<file path="src/rtl/fault_reset_seq.sv">
module fault_reset_seq #(
  parameter int LOAD_CYCLES    = 4,
  parameter int STARTUP_CYCLES = 3
) (
  input  logic clk,
  input  logic rst_n,
  input  logic thermal_sd,
  input  logic supply_ov,
  input  logic supply_uv,
  input  logic sw_reset,
  input  logic sev_clr,
  input  logic flag_clr,
  input  logic mask_wr,
  input  logic mask_wdata,
  input  logic otp_mask_in,
  output logic regs_off,
  output logic gpo_low,
  output logic reg_reset,
  output logic otp_load,
  output logic otp_done,
  output logic rst_flag,
  output logic rst_mask,
  output logic irq_n
);

  localparam int MAXC = (LOAD_CYCLES > STARTUP_CYCLES) ? LOAD_CYCLES : STARTUP_CYCLES;
  localparam int CW   = $clog2(MAXC + 1);

  typedef enum logic [2:0] {S_RUN, S_SHUTDOWN, S_RESET_REGS, S_LOAD_CFG, S_STARTUP} st_t;

  st_t           state;
  logic [CW-1:0] cnt;
  logic          sev_flag;

  wire sev_now      = thermal_sd | supply_ov;
  wire running      = (state == S_RUN);
  wire startup_done = (state == S_STARTUP) && (cnt == CW'(STARTUP_CYCLES - 1)) && !supply_uv;

  assign otp_load  = (state == S_LOAD_CFG);
  assign otp_done  = otp_load && (cnt == CW'(LOAD_CYCLES - 1));
  assign reg_reset = (state == S_RESET_REGS);
  assign regs_off  = !running | sev_flag | sev_now;
  assign gpo_low   = regs_off;
  assign irq_n     = !(rst_flag | sev_flag);

  always_ff @(posedge clk or negedge rst_n) begin
    if (!rst_n) begin
      state <= S_SHUTDOWN;
      cnt   <= '0;
    end else if (supply_uv) begin
      state <= S_SHUTDOWN;
      cnt   <= '0;
    end else begin
      case (state)
        S_RUN:        if (sw_reset) state <= S_SHUTDOWN;
        S_SHUTDOWN:   state <= S_RESET_REGS;
        S_RESET_REGS: begin state <= S_LOAD_CFG; cnt <= '0; end
        S_LOAD_CFG:
          if (otp_done) begin state <= S_STARTUP; cnt <= '0; end
          else cnt <= cnt + 1'b1;
        S_STARTUP:
          if (startup_done) begin state <= S_RUN; cnt <= '0; end
          else cnt <= cnt + 1'b1;
        default:      state <= S_SHUTDOWN;
      endcase
    end
  end

  always_ff @(posedge clk or negedge rst_n) begin
    if (!rst_n) begin
      sev_flag <= 1'b0;
      rst_flag <= 1'b0;
      rst_mask <= 1'b1;
    end else begin
      if (reg_reset)    sev_flag <= sev_now;
      else if (sev_now) sev_flag <= 1'b1;
      else if (sev_clr) sev_flag <= 1'b0;

      if (otp_done)                  rst_mask <= otp_mask_in;
      else if (running && mask_wr)   rst_mask <= mask_wdata;

      if (reg_reset)                 rst_flag <= 1'b0;
      else if (startup_done)         rst_flag <= !rst_mask;
      else if (running && flag_clr)  rst_flag <= 1'b0;
    end
  end

  a_r2_latch_holds: assert property (@(posedge clk) disable iff (!rst_n)
    sev_now |=> !irq_n && regs_off);
  a_r3_uv_shutdown: assert property (@(posedge clk) disable iff (!rst_n)
    supply_uv |=> (state == S_SHUTDOWN) && !reg_reset);
  a_r4_reset_then_load: assert property (@(posedge clk) disable iff (!rst_n)
    reg_reset |=> otp_load && !reg_reset);
  a_r4_load_then_start: assert property (@(posedge clk) disable iff (!rst_n)
    (otp_done && !supply_uv) |=> (state == S_STARTUP) && !otp_load);
  a_r6_mask_from_otp: assert property (@(posedge clk) disable iff (!rst_n)
    otp_done |=> rst_mask == $past(otp_mask_in));
  a_r7_flag_at_startup: assert property (@(posedge clk) disable iff (!rst_n)
    $rose(rst_flag) |-> $past(state) == S_STARTUP && !rst_mask);
  a_r5_sw_reset: assert property (@(posedge clk) disable iff (!rst_n)
    (running && sw_reset) |=> regs_off);

endmodule

</file>
<file path="config.mk">
export PLATFORM = sky130hd
export DESIGN_NAME = fault_reset_seq
export DESIGN_NICKNAME = d
export VERILOG_FILES = /design/src/rtl/fault_reset_seq.sv
export SDC_FILE = /design/constraint.sdc
export NUM_CORES = 1
export LEC_CHECK = 0
export BUFFER_PORTS_ARGS = -buffer_cell sky130_fd_sc_hd__buf_2
export CAP_MARGIN = 30
export CORE_AREA = 2 2 39 41
export CTS_CLUSTER_SIZE = 12
export DETAILED_ROUTE_END_ITERATION = 10
export DIE_AREA = 0 0 41 43
export HOLD_SLACK_MARGIN = 0.02
export PLACE_DENSITY = 0.68
export SETUP_SLACK_MARGIN = 0.2
export SYNTH_ARGS = -nofsm -noshare
export SYNTH_HDL_FRONTEND = slang
export SYNTH_SLANG_ARGS = --single-unit
</file>
<file path="constraint.sdc">
create_clock -name clk -period 1.6 [get_ports clk]
set_input_delay 0.24 -clock clk [delete_from_list [all_inputs] [get_ports clk]]
set_output_delay 0.24 -clock clk [all_outputs]
set_load 0.005 [all_outputs]
</file>
==> After elaboration in Yosys (flattened, before gate mapping) <==
Index checks and enable logic that the tools add are counted.
{ "word_totals": {"regBits": 9, "input_bits": 11, "out_inout_bits": 8, "wordCells": 51} }
{ "op_classes": {"n_addsub": 1, "eq_ne": 9, "muxes": 17, "n_bitwise": 4, "n_reduce_logical": 15} }
{ "op_table": {"columns": ["cell", "n"], "rows": [
  ["3-bit 2-to-1 mux", 7],
  ["3-bit one-hot mux with 5 select lines", 1],
  ["3-bit by 2-bit == test with 1-bit output (second input constant)", 4],
  ["3-bit one-hot mux with 3 select lines", 1],
  ["1-bit 2-to-1 mux", 8],
  ["3-bit inequality test (second input constant)", 2],
  ["3-bit nonzero test", 2],
  ["1-bit logical AND", 5],
  ["1-bit zero test", 4],
  ["1-bit OR", 4],
  ["4-bit nonzero test", 1],
  ["3-bit by 1-bit adder with 3-bit output (second input constant)", 1],
  ["3-bit by 1-bit == test with 1-bit output (second input constant)", 1],
  ["3-bit == test (second input constant)", 1],
  ["3-bit zero test", 1],
  ["3-bit by 2-bit inequality test with 1-bit output (second input constant)", 1],
  ["3-bit AND reduction", 1],
  ["2-bit nonzero test", 1]
]} }

==> Logic depth before layout (Yosys ltp) <==
{ "logic_depth": {"depth_word": 6, "depth_mapped": 5, "ltp_nobuf": 5} }

==> Worst setup path before layout <==
Ideal clock, no wire load.
{ "synth_path": {"path_type": "reg-to-reg", "from": "register state[1]", "to": "register rst_flag", "setup_time_ns": 0.120, "arrival_ns": 1.109, "t_required_ns": 1.480, "slack_ns": 0.371, "path_stages_with_launch": 5, "n_path_buf": 1, "synth_period_minus_slack_ns": 1.229, "cell_sequence": "dfrtp_1 buf_4 nor4b_4 a31oi_1 a31o_1"} }
{ "synth_between": {"elab_chain_len": 5, "word_cells_on_any_way": 9, "classes_between": "eq/ne (2); mux (2); reduce/logical (5)"} }
{ "synth_rtl": {"columns": ["element", "line_no", "source"], "rows": [
  ["start: declaration", "31", "st_t state;"],
  ["start signal: assignment", "48", "state <= S_SHUTDOWN;"],
  ["start signal: assignment", "51", "state <= S_SHUTDOWN;"],
  ["start signal: assignment", "55", "S_RUN: if (sw_reset) state <= S_SHUTDOWN;"],
  ["3-bit == test", "37", "wire startup_done = (state == S_STARTUP) && (cnt == CW'(STARTUP_CYCLES - 1)) && !supply_uv;"],
  ["1-bit logical AND (2 in a row)", "37", null],
  ["1-bit 2-to-1 mux", "83", "else if (startup_done) rst_flag <= !rst_mask;"],
  ["1-bit 2-to-1 mux", "82", "if (reg_reset) rst_flag <= 1'b0;"],
  ["end signal: assignment", "83", null],
  ["end: declaration", "21", "output logic rst_flag,"]
]} }
Parallel ways exist; a longest one is shown, timed or not.
A chain may end at the register's enable or synchronous reset.

==> Final worst setup path <==
{ "layout_path": {"from": "register cnt[1]", "to": "output port otp_done"} }
{ "layout_between": {"elab_chain_len": 2} }
{ "layout_rtl": {"columns": ["element", "line_no", "source"], "rows": [
  ["start: declaration", "32", "logic [CW-1:0] cnt;"],
  ["start signal: assignment", "60", "else cnt <= cnt + 1'b1;"],
  ["start signal: assignment", "63", "else cnt <= cnt + 1'b1;"],
  ["3-bit by 2-bit == test with 1-bit output", "40", "assign otp_done = otp_load && (cnt == CW'(LOAD_CYCLES - 1));"],
  ["1-bit logical AND", "40", null],
  ["end: declaration", "20", "output logic otp_done,"]
]} }
No other way between the ends.

==> metrics.md <==
| Metric | Value |
|---|---|
| Status | `finished, final reports clean` |
| Met3 wire len | `54 µm` |
| Post-synth top area share | `0.3017` |
| Routability cong. | `0.7744` |
| DRT Pass-1 Iters | `3` |
| DR vias/cell | `5.250` |
| Overflow after GRT | `0` |
| Share of layout cells above drive strength 1 | `0.5714` |
| Flop-to-flop setup slack | `240 ps` |
| Hold Path End | `sev_flag$_DFFE_PN0P_` |
| DRT antenna net count | `0` |
| Die Y | `43 µm` |
| Initial antenna violation count | `0` |
| TritonCTS buffer count | `3` |
| Critical Path AT | `1320 ps` |
| FF-to-FF path depth | `5` |
| WL met2 | `688 µm` |
| Reg2reg start | `state[0]$_DFFE_PN1P_` |
| Total die area | `0.001763 mm²` |
| Fin crit period | `1555 ps` |
| Top cell type by total area after synthesis | `dfrtp_1` |
| Largest net degree at the start of global routing | `11` |
| Clock tree root buffer cell | `clkbuf_4` |
| Synth Instances | `55` |
| Routed len/inst | `12.86 µm` |
| WP depth | `5` |
| PwrDens | `719.2 mW/mm²` |
| DR top layer | `met4` |
| Final hold slack | `192.1 ps` |
| Cell area after synthesis | `580.6 µm²` |
| Most frequent cells in the layout | `buf_2, buf_4, inv_1, dfrtp_1` |
| Worst vdd ir | `522.0 µV` |
| Synth unique cells | `29` |
| Seq/Total Area, Yosys | `0.3922` |
| Vias in the first global route | `494` |
| Initial Util | `0.4195` |
| CTS clk-pin slew, worst paths | `50 ps` |
| CTS tree | `yes` |
| Clock sink total | `9` |
| Cells after DPL | `85` |
| Commonest non-fill, non-tap cell in the layout | `buf_2` |
| Hold Path Depth | `2` |
| Slew HR | `0.7846` |
| Cell breakdown of the critical path | `ha_2 -> ha_4 -> nand4b_1 -> inv_1 -> buf_2` |
| Max cap viols | `0` |
| Critical path type | `register to primary output` |
| Crit-path slowest cell | `dfrtp_1` |
| Clock Latency Late Sink | `270 ps` |
| Flops & latches, synth | `9` |
| Syn_nets | `69` |
| I/O Pins | `19` |
| Length of routed wiring on met1 | `534 µm` |
| Reg2reg end | `sev_flag$_DFFE_PN0P_` |
| Endpoints failing hold | `0` |
| Vias post-DR | `525` |
| DRT Wirelength | `1.286 mm` |
| Largest delay contributor family on the critical path | `flip-flops` |
| Post-Place Cell Area | `656.9 µm²` |
| P_leak | `0.3654 nW` |
| Clock Path Buffers | `2` |
| Area Growth Syn to Fin | `41.59%` |
| Tot GR Track Use | `0.1695` |
| Final Cycle Share | `0.9719` |
| Syn avg cell area | `10.56 µm²` |
| H-Tree Depth | `1` |
| Final Instance Area | `822.0 µm²` |
| Max-slew violation count | `0` |
| Max frequency | `0.6430 GHz` |
| Worst hold-check path type | `input pin to register` |
| Yosys Warn Count | `0` |
| Layout Cells excl Fill | `100` |
| Worst endpoint required time | `1360 ps` |
| Startpoint Class | `register` |
| Ant diodes | `0` |
| CP endpoint kind | `primary output` |
| Worst slew pin tran | `321.7 ps` |
| CP max FO | `4` |
| Power consumption | `591.2 µW` |
| RSZ-0062 raised after global routing | `yes` |
| DP HPWL | `815 µm` |
| WP buf/inv | `2` |
| Core Region | `0.001384 mm²` |
| DRC violations left | `0` |
| Rows | `14` |
| CP peak stage delay | `380 ps` |
| Final setup vio count | `0` |
| Die Wd | `41 µm` |
| Hold Startpoint | `thermal_sd` |
| Clock Skews | `11.57 ps` |
| Synth area leaders | `dfrtp_1, dfstp_2, nor4b_4, ha_1, buf_4` |
| Nets | `99` |
| First-pass GRT wire length | `1.980 mm` |
| First DRT Iteration DRCs | `1` |
| Port Buf Inserts | `18` |
-- flip-flops by register name, indices dropped and copies added, names as in the netlist --
register,count
rst_mask,1
sev_flag,1
state,3
rst_flag,1
cnt,3
-- timing repair --
item,in CTS,in global routing
hold buffers,1,0
setup buffers,8,2
pin swaps,2,4
hold endpoints to repair,7,0
gates resized for setup,8,6
setup endpoints to repair,5,10
cloned,0,0
-- cell type report --
| type | count | area [µm²] |
|---|---|---|
| Sequential cell | 9 | 230.2 |
| Multi-Input combinational cell | 36 | 340.3 |
| Tap cell | 16 | 20.02 |
| Inverter | 6 | 22.52 |
| Fill cell | 127 | 561.8 |
| Clock buffer | 4 | 26.28 |
| Timing Repair Buffer | 29 | 182.7 |
-- per-stage QoR --
stage / setup WS, ps / util / setup TNS, ps
2_1_floorplan: 371.0 / - / 0
3_3_place_gp: 196.7 / 0.4747 / 0
3_5_place_dp: 211.5 / 0.4747 / 0
4_1_cts: 44.12 / 0.5651 / 0
5_1_grt: -31.37 / 0.5940 / -31.37
6_report: 44.89 / 0.5940 / 0
-- how the worst max path moves through the flow --
stage	start	slack (ps)	endpoint
6_report	cnt[1]$_DFFE_PN0P_	40	otp_done
5_1_grt	cnt[1]$_DFFE_PN0P_	-30	otp_done
4_1_cts	cnt[1]$_DFFE_PN0P_	40	otp_done
3_5_place_dp	cnt[0]$_DFFE_PN0P_	210	otp_done
3_3_place_gp	cnt[0]$_DFFE_PN0P_	200	otp_done
2_1_floorplan	state[1]$_DFFE_PN0P_	370	rst_flag$_DFFE_PN0P_
-- kinds of logic after synthesis --
group	count (synthesis)	share of synthesized area
buf+inv	10	0.09698
simple gates	20	0.2867
flops	9	0.3922
mux	2	0.03448
compound gates	11	0.1250
fa+ha+maj	3	0.06466
-- synth_stat cells --
library cell,n
nand4b_1,1
nor2b_1,1
buf_4,3
nor3_1,1
a21oi_1,2
and3b_2,1
nand3_1,2
o21ai_0,2
and3_2,1
nor4b_4,2
dfstp_2,2
nor4_1,1
nor3b_1,2
mux2i_1,2
nor3b_4,1
inv_1,6
a22oi_1,1
buf_6,1
a31o_1,1
a211o_1,1
nand2b_1,1
or3_1,1
nor2_1,4
dfrtp_1,7
o22ai_1,2
ha_1,3
nand2_1,1
a221oi_1,1
a31oi_1,1
-- layer usage --
metal  GRT usage  vias to the layer above
met5           0                        -
met3     0.07853                        2
met2      0.2656                        8
met4     0.04000                        0
li1            -                      256
met1      0.2033                      259
-- power breakdown --
part	internal, mW	leakage, nW	switching (mW)	total, mW
Combinational	0.0766	0.241	0.0578	0.134
Sequential	0.255	0.109	0.0219	0.277
Clock	0.0963	0.0150	0.0838	0.180
Total	0.428	0.365	0.164	0.591
No activity file was read; power rests on OpenSTA's default activity.
